`src/rtl/i2c_tgt_pkg.sv`:
```
package i2c_tgt_pkg;
  localparam int unsigned BYTE_W = 8;
  localparam int unsigned REG_AW = 3;

  localparam logic [REG_AW-1:0] OFS_CTRL  = 3'd0;
  localparam logic [REG_AW-1:0] OFS_STAT  = 3'd1;
  localparam logic [REG_AW-1:0] OFS_OWNLO = 3'd2;
  localparam logic [REG_AW-1:0] OFS_OWNHI = 3'd3;
  localparam logic [REG_AW-1:0] OFS_RXD   = 3'd4;

  // hold-point index, also the status bit position of each flag
  localparam int unsigned HP_ADR = 0;
  localparam int unsigned HP_WR  = 1;
  localparam int unsigned HP_ACK = 2;
  localparam int unsigned N_HP   = 3;

  typedef enum logic [2:0] {
    PH_IDLE,
    PH_ADDR1,
    PH_ADDR2,
    PH_DATA,
    PH_SKIP
  } phase_e;

  typedef struct packed {
    logic nack;    // bit 4
    logic ten;     // bit 3
    logic ack_en;  // bit 2
    logic wr_en;   // bit 1
    logic adr_en;  // bit 0
  } ctrl_t;
endpackage

```
`src/rtl/i2c_line_mon.sv`:
```
module i2c_line_mon #(
  parameter int unsigned STAGES = 2
) (
  input  logic clk,
  input  logic rst_n,
  input  logic scl_i,
  input  logic sda_i,
  output logic sda_s,
  output logic scl_rise,
  output logic scl_fall,
  output logic start_det,
  output logic stop_det
);
  logic [STAGES-1:0] scl_q, sda_q;
  logic scl_p, sda_p, scl_s;

  always_ff @(posedge clk or negedge rst_n) begin
    if (!rst_n) begin
      scl_q <= '1;
      sda_q <= '1;
      scl_p <= 1'b1;
      sda_p <= 1'b1;
    end else begin
      scl_q <= {scl_q[STAGES-2:0], scl_i};
      sda_q <= {sda_q[STAGES-2:0], sda_i};
      scl_p <= scl_s;
      sda_p <= sda_s;
    end
  end

  assign scl_s     = scl_q[STAGES-1];
  assign sda_s     = sda_q[STAGES-1];
  assign scl_rise  = scl_s & ~scl_p;
  assign scl_fall  = ~scl_s & scl_p;
  assign start_det = scl_s & scl_p & sda_p & ~sda_s;
  assign stop_det  = scl_s & scl_p & ~sda_p & sda_s;
endmodule

```
`src/rtl/i2c_addr_cmp.sv`:
```
module i2c_addr_cmp
  import i2c_tgt_pkg::*;
(
  input  logic [BYTE_W-1:0] byte_i,
  input  logic [BYTE_W-1:0] own_lo,
  input  logic [1:0]        own_hi,
  output logic              hit7,
  output logic              hdr_hit,
  output logic              lo_hit,
  output logic              rw
);
  assign hit7    = (byte_i[7:1] == own_lo[6:0]);
  assign hdr_hit = (byte_i[7:3] == 5'b11110) && (byte_i[2:1] == own_hi);
  assign lo_hit  = (byte_i == own_lo);
  assign rw      = byte_i[0];
endmodule

```
`src/rtl/i2c_hold_ctrl.sv`:
```
module i2c_hold_ctrl
  import i2c_tgt_pkg::*;
(
  input  logic            clk,
  input  logic            rst_n,
  input  logic [N_HP-1:0] set_i,
  input  logic            clr_all,
  input  logic            w1c_en,
  input  logic [N_HP:0]   w1c_bits,
  output logic [N_HP-1:0] flag_o,
  output logic            stretch_o,
  output logic            hold_o
);
  for (genvar g = 0; g < N_HP; g++) begin : g_flag
    always_ff @(posedge clk or negedge rst_n) begin
      if (!rst_n)                     flag_o[g] <= 1'b0;
      else if (clr_all)               flag_o[g] <= 1'b0;
      else if (set_i[g])              flag_o[g] <= 1'b1;
      else if (w1c_en && w1c_bits[g]) flag_o[g] <= 1'b0;
    end
  end

  always_ff @(posedge clk or negedge rst_n) begin
    if (!rst_n)                        stretch_o <= 1'b0;
    else if (clr_all)                  stretch_o <= 1'b0;
    else if (|set_i)                   stretch_o <= 1'b1;
    else if (w1c_en && w1c_bits[N_HP]) stretch_o <= 1'b0;
  end

  assign hold_o = stretch_o | (|flag_o);
endmodule

```
`src/rtl/i2c_tgt_hold.sv`:
```
module i2c_tgt_hold
  import i2c_tgt_pkg::*;
#(
  parameter int unsigned SYNC_STAGES = 2
) (
  input  logic              clk,
  input  logic              rst_n,
  input  logic              scl_i,
  input  logic              sda_i,
  output logic              scl_pull_o,
  output logic              sda_pull_o,
  input  logic              reg_wr,
  input  logic [REG_AW-1:0] reg_addr,
  input  logic [7:0]        reg_wdata,
  output logic [7:0]        reg_rdata,
  output logic              irq_o
);
  localparam int unsigned CW = $clog2(BYTE_W + 2);
  localparam logic [CW-1:0] N_DATA = CW'(BYTE_W);
  localparam logic [CW-1:0] N_ACK  = CW'(BYTE_W + 1);

  logic sda_s, scl_rise, scl_fall, start_det, stop_det;
  logic hit7, hdr_hit, lo_hit, rw;

  ctrl_t             ctrl;
  logic [BYTE_W-1:0] own_lo, rxd, shreg;
  logic [1:0]        own_hi;
  logic [CW-1:0]     rcnt;
  phase_e            phase, nxt;
  logic              active, dir_rd, ack_drv, engaged;
  logic              nxt_active, nxt_dir, take_ack, eng, capture, want_adr, want_wr;
  logic              busy, byte_done, ack_done;
  logic [N_HP-1:0]   set_hp, flag;
  logic              stretch, hold;
  logic [2:0]        unused_wdata;

  assign unused_wdata = reg_wdata[7:5];

  i2c_line_mon #(.STAGES(SYNC_STAGES)) u_mon (
    .clk(clk), .rst_n(rst_n), .scl_i(scl_i), .sda_i(sda_i),
    .sda_s(sda_s), .scl_rise(scl_rise), .scl_fall(scl_fall),
    .start_det(start_det), .stop_det(stop_det)
  );

  i2c_addr_cmp u_cmp (
    .byte_i(shreg), .own_lo(own_lo), .own_hi(own_hi),
    .hit7(hit7), .hdr_hit(hdr_hit), .lo_hit(lo_hit), .rw(rw)
  );

  assign busy      = (phase != PH_IDLE) && !start_det && !stop_det;
  assign byte_done = busy && scl_fall && (rcnt == N_DATA);
  assign ack_done  = busy && scl_fall && (rcnt == N_ACK);

  // decision taken at the 8th falling edge
  always_comb begin
    nxt        = phase;
    nxt_active = active;
    nxt_dir    = dir_rd;
    take_ack   = 1'b0;
    eng        = 1'b0;
    capture    = 1'b0;
    want_adr   = 1'b0;
    want_wr    = 1'b0;
    unique case (phase)
      PH_ADDR1: begin
        if (!ctrl.ten) begin
          if (hit7) begin
            take_ack = 1'b1; eng = 1'b1; want_adr = 1'b1;
            nxt_active = 1'b1; nxt_dir = rw; nxt = PH_DATA;
          end else begin
            nxt_active = 1'b0; nxt = PH_SKIP;
          end
        end else if (hdr_hit && !rw) begin
          take_ack = 1'b1; eng = 1'b1; nxt = PH_ADDR2;
        end else if (hdr_hit && rw && active) begin
          take_ack = 1'b1; eng = 1'b1; want_adr = 1'b1;
          nxt_dir = 1'b1; nxt = PH_DATA;
        end else begin
          nxt_active = 1'b0; nxt = PH_SKIP;
        end
      end
      PH_ADDR2: begin
        if (lo_hit) begin
          take_ack = 1'b1; eng = 1'b1; want_adr = 1'b1;
          nxt_active = 1'b1; nxt_dir = 1'b0; nxt = PH_DATA;
        end else begin
          nxt_active = 1'b0; nxt = PH_SKIP;
        end
      end
      PH_DATA: begin
        eng = 1'b1;
        if (!dir_rd) begin
          take_ack = 1'b1; capture = 1'b1; want_wr = 1'b1;
        end
      end
      default: ;
    endcase
  end

  always_ff @(posedge clk or negedge rst_n) begin
    if (!rst_n) begin
      ctrl    <= '0;
      own_lo  <= '0;
      own_hi  <= '0;
      rxd     <= '0;
      shreg   <= '0;
      rcnt    <= '0;
      phase   <= PH_IDLE;
      active  <= 1'b0;
      dir_rd  <= 1'b0;
      ack_drv <= 1'b0;
      engaged <= 1'b0;
    end else begin
      if (reg_wr) begin
        unique case (reg_addr)
          OFS_CTRL:  ctrl   <= ctrl_t'(reg_wdata[4:0]);
          OFS_OWNLO: own_lo <= reg_wdata;
          OFS_OWNHI: own_hi <= reg_wdata[1:0];
          default: ;
        endcase
      end
      if (start_det) begin
        phase <= PH_ADDR1; rcnt <= '0; ack_drv <= 1'b0; engaged <= 1'b0;
      end else if (stop_det) begin
        phase <= PH_IDLE; rcnt <= '0; ack_drv <= 1'b0; engaged <= 1'b0;
        active <= 1'b0;
      end else if (phase != PH_IDLE) begin
        if (scl_rise && rcnt < N_ACK) begin
          rcnt <= rcnt + 1'b1;
          if (rcnt < N_DATA) shreg <= {shreg[BYTE_W-2:0], sda_s};
        end
        if (byte_done) begin
          phase   <= nxt;
          active  <= nxt_active;
          dir_rd  <= nxt_dir;
          ack_drv <= take_ack;
          engaged <= eng;
          if (capture) rxd <= shreg;
        end
        if (ack_done) begin
          rcnt <= '0; ack_drv <= 1'b0; engaged <= 1'b0;
        end
      end
    end
  end

  assign set_hp[HP_ADR] = byte_done & want_adr & ctrl.adr_en;
  assign set_hp[HP_WR]  = byte_done & want_wr & ctrl.wr_en;
  assign set_hp[HP_ACK] = ack_done & engaged & ctrl.ack_en;

  i2c_hold_ctrl u_hold (
    .clk(clk), .rst_n(rst_n), .set_i(set_hp), .clr_all(stop_det),
    .w1c_en(reg_wr && reg_addr == OFS_STAT), .w1c_bits(reg_wdata[N_HP:0]),
    .flag_o(flag), .stretch_o(stretch), .hold_o(hold)
  );

  assign scl_pull_o = hold;
  assign sda_pull_o = ack_drv & ~ctrl.nack;
  assign irq_o      = |(flag & {ctrl.ack_en, ctrl.wr_en, ctrl.adr_en});

  always_comb begin
    unique case (reg_addr)
      OFS_CTRL:  reg_rdata = {3'b000, ctrl};
      OFS_STAT:  reg_rdata = {3'b000, active, stretch, flag};
      OFS_OWNLO: reg_rdata = own_lo;
      OFS_OWNHI: reg_rdata = {6'b0, own_hi};
      OFS_RXD:   reg_rdata = rxd;
      default:   reg_rdata = '0;
    endcase
  end
endmodule

```
`config.mk`:
```
export PLATFORM = sky130hd
export DESIGN_NAME = i2c_tgt_hold
export DESIGN_NICKNAME = d
export VERILOG_FILES = /design/src/rtl/i2c_tgt_pkg.sv /design/src/rtl/i2c_line_mon.sv /design/src/rtl/i2c_addr_cmp.sv /design/src/rtl/i2c_hold_ctrl.sv /design/src/rtl/i2c_tgt_hold.sv
export SDC_FILE = /design/constraint.sdc
export NUM_CORES = 1
export LEC_CHECK = 0
export ABC_CLOCK_PERIOD_IN_PS = 4000
export CAP_MARGIN = 15
export CELL_PAD_IN_SITES_DETAIL_PLACEMENT = 0
export CELL_PAD_IN_SITES_GLOBAL_PLACEMENT = 1
export CORE_ASPECT_RATIO = 1.2
export CORE_MARGIN = 3
export CORE_UTILIZATION = 30
export CTS_CLUSTER_DIAMETER = 60
export CTS_CLUSTER_SIZE = 40
export DETAILED_ROUTE_END_ITERATION = 7
export PLACE_DENSITY = 0.53
export SETUP_SLACK_MARGIN = 0.5
export SKIP_LAST_GASP = 1
export SYNTH_ARGS = -nofsm -noshare
export SYNTH_HDL_FRONTEND = slang
export SYNTH_SLANG_ARGS = --single-unit
export TNS_END_PERCENT = 20
```
`constraint.sdc`:
```
create_clock -name clk -period 4 [get_ports clk]
set_clock_uncertainty 0.15 [all_clocks]
set_input_delay 0.8 -clock clk [delete_from_list [all_inputs] [get_ports clk]]
set_output_delay 0.8 -clock clk [all_outputs]
set_load 0.03 [all_outputs]
```
==> results.md <==
Timing:
- The final-report max-slew violation count is 0.
- The total setup violations reported at the end of the flow is 0.
- Measured against its own limit, the worst slew margin works out to 0.434.
- The number of hold-slack violations in the final timing report is 0.
- The final critical-path setup slack is 0.428 ns.
- The share of the cycle needed by the critical path after routing is 0.893.
- The shortest period the worst path allows is 3.57 ns.
- Setup repair after global routing could not meet its margin everywhere.
- The transition at the pin with the smallest max-transition slack is 0.849 ns.
- The maximum frequency from static timing analysis is 280 MHz.
- The post-route setup TNS is 0 ns.

Placed design:
- Port buffering added 26 buffers.
- Prior to clock tree synthesis, the placed netlist has a worst setup slack of 0.324 ns.
- The detailed-placement wirelength estimate is 5.53 mm.
- The placer congestion estimate is 0.755.

Final layout:
- Leaving out fill and tap cells, the most frequent cell in the layout is sky130_fd_sc_hd__dfrtp_1.
- Of the cells placed in the final design, the portion with a size suffix greater than 1 is 0.247.
- Once layout is complete, the utilization of the core stands at 0.367.
- The area growth from synthesis to layout is 18.4%.
- The number of antenna diodes in the final layout is 0.
- In the layout the commonest cells are sky130_fd_sc_hd__dfrtp_1 (46), sky130_fd_sc_hd__mux2_2 (33), sky130_fd_sc_hd__clkdlybuf4s50_1 (21).
- After the last flow step, the layout net total stands at 306.

Detailed routing:
- The via count is 2,048.
- The remaining antenna violation count after routing is 0.
- The first detailed-routing pass ran for 4 iterations.
- After detailed routing, the number of remaining DRC violations is 0.
- In the final routed layout, each cell accounts on average for 17.6 um.
- Summed over all layers, the routed wires come to 7.19 mm.
- After the first detailed-routing iteration, the DRC count stood at 50.
- The via-per-instance ratio is 5.02.

Yosys:
- Among all flip-flop cells after synthesis, the most frequent one is sky130_fd_sc_hd__dfrtp_1.
- The number of distinct library cells after synthesis is 54.
- After synthesis, the share of flip-flops with an asynchronous set or reset is 1.00.
- The post-synthesis sequential area ratio is 0.463.
- The dominant combinational cell family by area after synthesis is simple AND/OR/NAND/NOR gates.
- During synthesis, Yosys emitted a total of 0 warnings.
- The adder-cell area share of the yosys netlist is 0.0133.
- Yosys attributes the largest share of cell area to sky130_fd_sc_hd__dfrtp_1 (41%), sky130_fd_sc_hd__mux2_2 (13%), sky130_fd_sc_hd__dfstp_2 (5.6%), sky130_fd_sc_hd__xnor2_1 (5.0%), sky130_fd_sc_hd__o21ai_0 (2.8%).
- The mux share of post-synthesis cell area is 0.146.
- The share of synthesized area in the top cell type comes to 0.407.
- The synthesized design contains 0 enable-type register cells.
- The post-synthesis cell area is 2830 sq um.
- The simple logic cell fraction of the synthesized area is 0.181.
- When the netlist entered floorplanning its net count stood at 278.
- The cell taking the most area after synthesis is sky130_fd_sc_hd__dfrtp_1.
- In this run the mean area of a mapped cell was 10.9 sq um.
- In the synthesized netlist, the number of instances is 259.
- The share of the synthesized netlist area taken by xor and xnor gates is 0.0588.
- The share of the synthesized area in compound gates (AO/OA/AOI/OAI) is 0.118.
- The register bit count reported by yosys is 52.

Global routing:
- The first global-routing pass estimated 11.6 mm of wire.
- The initial antenna violation count was 0.
- For this run the aggregate overflow at the end of global routing stands at 0.
- The aggregate global-route resource usage is 0.143.
- The number of global-route vias before repair is 2,066.
- Entering global routing, the biggest net connects 37 pins.

Setup path:
- The largest fanout on the critical path is 8.
- The category of the critical setup timing path is in -> out.
- Among cell families on the critical path, the largest total delay comes from buffers and inverters.
- STA puts the critical path data arrival time at 2.62 ns.
- The most prevalent standard cell on the critical path is sky130_fd_sc_hd__clkdlybuf4s50_1.
- The type of element launching the critical path is an input port.
- STA puts the critical path data required time at 3.05 ns.
- The cell with the biggest individual delay on the critical path is sky130_fd_sc_hd__clkdlybuf4s50_1.
- The number of buffer and inverter instances along the worst setup path is 2.
- The worst-case register-to-register setup slack is 1.86 ns.
- The worst setup path is captured at an output pin.
- The signal on the critical path passes through clkdlybuf4s50_1, nor2b_1, a22oi_1, nor2_1, clkdlybuf4s50_1.
- On the worst path, the slowest cell contributes a delay of 0.68 ns.

Clock tree:
- The root buffer cell chosen for the clock tree is sky130_fd_sc_hd__clkbuf_8.
- At the later pin of the worst-skew pair, clock insertion delay measures 0.31 ns.
- TritonCTS built the clock tree.
- The maximum level of the CTS H-tree is 2.
- The tree built by TritonCTS fans out to 52 sinks.
- Buffers inserted during clock tree synthesis total 5.
- The maximum clock path buffer count is 2.
- The clock slew at the register clock pins of the worst setup and hold paths is 0.09 ns.

Pwr:
- The power density of the placed cells is 390 nW/um^2.
- IR analysis of the VDD net gives a maximum drop of 0.157 mV.
- Summed over all cells, the static leakage comes to 0.00134 uW.

Hold path:
- The path class of the tightest hold or removal check is reg -> reg.

Floorplan:
- For this configuration, the core starts out at a cell density of 0.310.
- The top-level I/O count is 27.
- The initialized floorplan defines 38 standard-cell rows.
- The die outline width is 94.6 um.
- The height of the chip is 112 um.
- The core region is 9130 sq um.
- The floorplan step defined a die boundary enclosing 10,600 sq um.

Run status:
- The flow ran to the end, and the final reports show no timing, DRC or antenna violations.

Flow run:
- The max-capacitance violation count is 0.
worst paths after layout:
path                            depth (start not counted)             end           start
worst max-delay path                                    5    reg_rdata[7]     reg_addr[2]
worst min-delay path                                    0  u_mon.sda_q[1]  u_mon.sda_q[0]
worst max register to register                          3        shreg[6]        phase[2]
worst min register to register                          0  u_mon.sda_q[1]  u_mon.sda_q[0]
max in group asynchronous                               2  u_mon.sda_q[1]           rst_n
min in group asynchronous                               1       own_lo[2]           rst_n
through the flow:
stage / hold WS, ns / instance area [sq um] / cells / power (uW)
2_1_floorplan: 0.195 / 2830 / 259 / 828
3_3_place_gp: 0.196 / 3220 / 400 / 932
3_5_place_dp: 0.198 / 3220 / 400 / 934
4_1_cts: 0.212 / 3350 / 408 / 1330
5_1_grt: 0.220 / 3350 / 408 / 1380
6_report: 0.212 / 3350 / 408 / 1310
flip-flops by register name, indices dropped and copies added, names as in the netlist:
signal / flops
u_mon.scl_p: 1
rcnt: 4
own_hi: 2
u_mon.scl_q: 2
u_mon.sda_q: 2
rxd: 8
u_hold.flag_o: 3
active: 1
own_lo: 8
dir_rd: 1
shreg: 8
u_hold.stretch_o: 1
u_mon.sda_p: 1
engaged: 1
phase: 3
ctrl: 5
ack_drv: 1
layout make-up:
type                       instances  area, sq um
fill                             974         5780
multi-input combinational        194         1470
sequential                        52         1310
timing repair buffer              31          289
tap                              120          150
clock buffer                       6         82.6
clock inverter                     2         38.8
inverter                           3         11.3
repair_timing:
item	4_1_cts	5_1_grt
setup endpoints to repair	6	5
hold buffers	0	0
setup buffers	0	0
gates resized for setup	3	1
layer usage:
metal	track usage	routed length, um
met2	0.236	3530
met5	0	0
met3	0.0282	271
met1	0.187	3230
met4	0.0510	165
Yosys cell counts, drive strengths merged, types with 3 or more instances:
| master | n |
|---|---|
| mux2i | 4 |
| dfstp | 6 |
| mux2 | 33 |
| ha | 3 |
| and4bb | 3 |
| nand4 | 5 |
| nor4 | 4 |
| o21ai | 17 |
| or3 | 3 |
| buf | 6 |
| inv | 3 |
| a21oi | 13 |
| nor2b | 6 |
| clkbuf | 4 |
| nor3 | 5 |
| xnor2 | 16 |
| nor3b | 4 |
| nand2 | 14 |
| dfrtp | 46 |
| nand3 | 6 |
| nor2 | 16 |
| nand2b | 4 |
| xor2 | 3 |
| a22oi | 8 |
kinds of logic (layout without fill, tap and decap cells):
family | count (synthesis) | count (layout)
buffers and inverters | 13 | 42
and+or+nand+nor | 82 | 82
muxes | 37 | 37
AOI/OAI and AO/OA | 53 | 53
DFF | 52 | 52
xor gates and xnor gates | 19 | 19
adders and majority gates | 3 | 3
power breakdown:
group          total, uW  switching [uW]  leakage [uW]  internal, uW
combinational        247             118      0.000608           129
sequential           669            90.0      0.000672           579
clock                390             185     0.0000614           205
No activity file was read; power rests on OpenSTA's default activity.
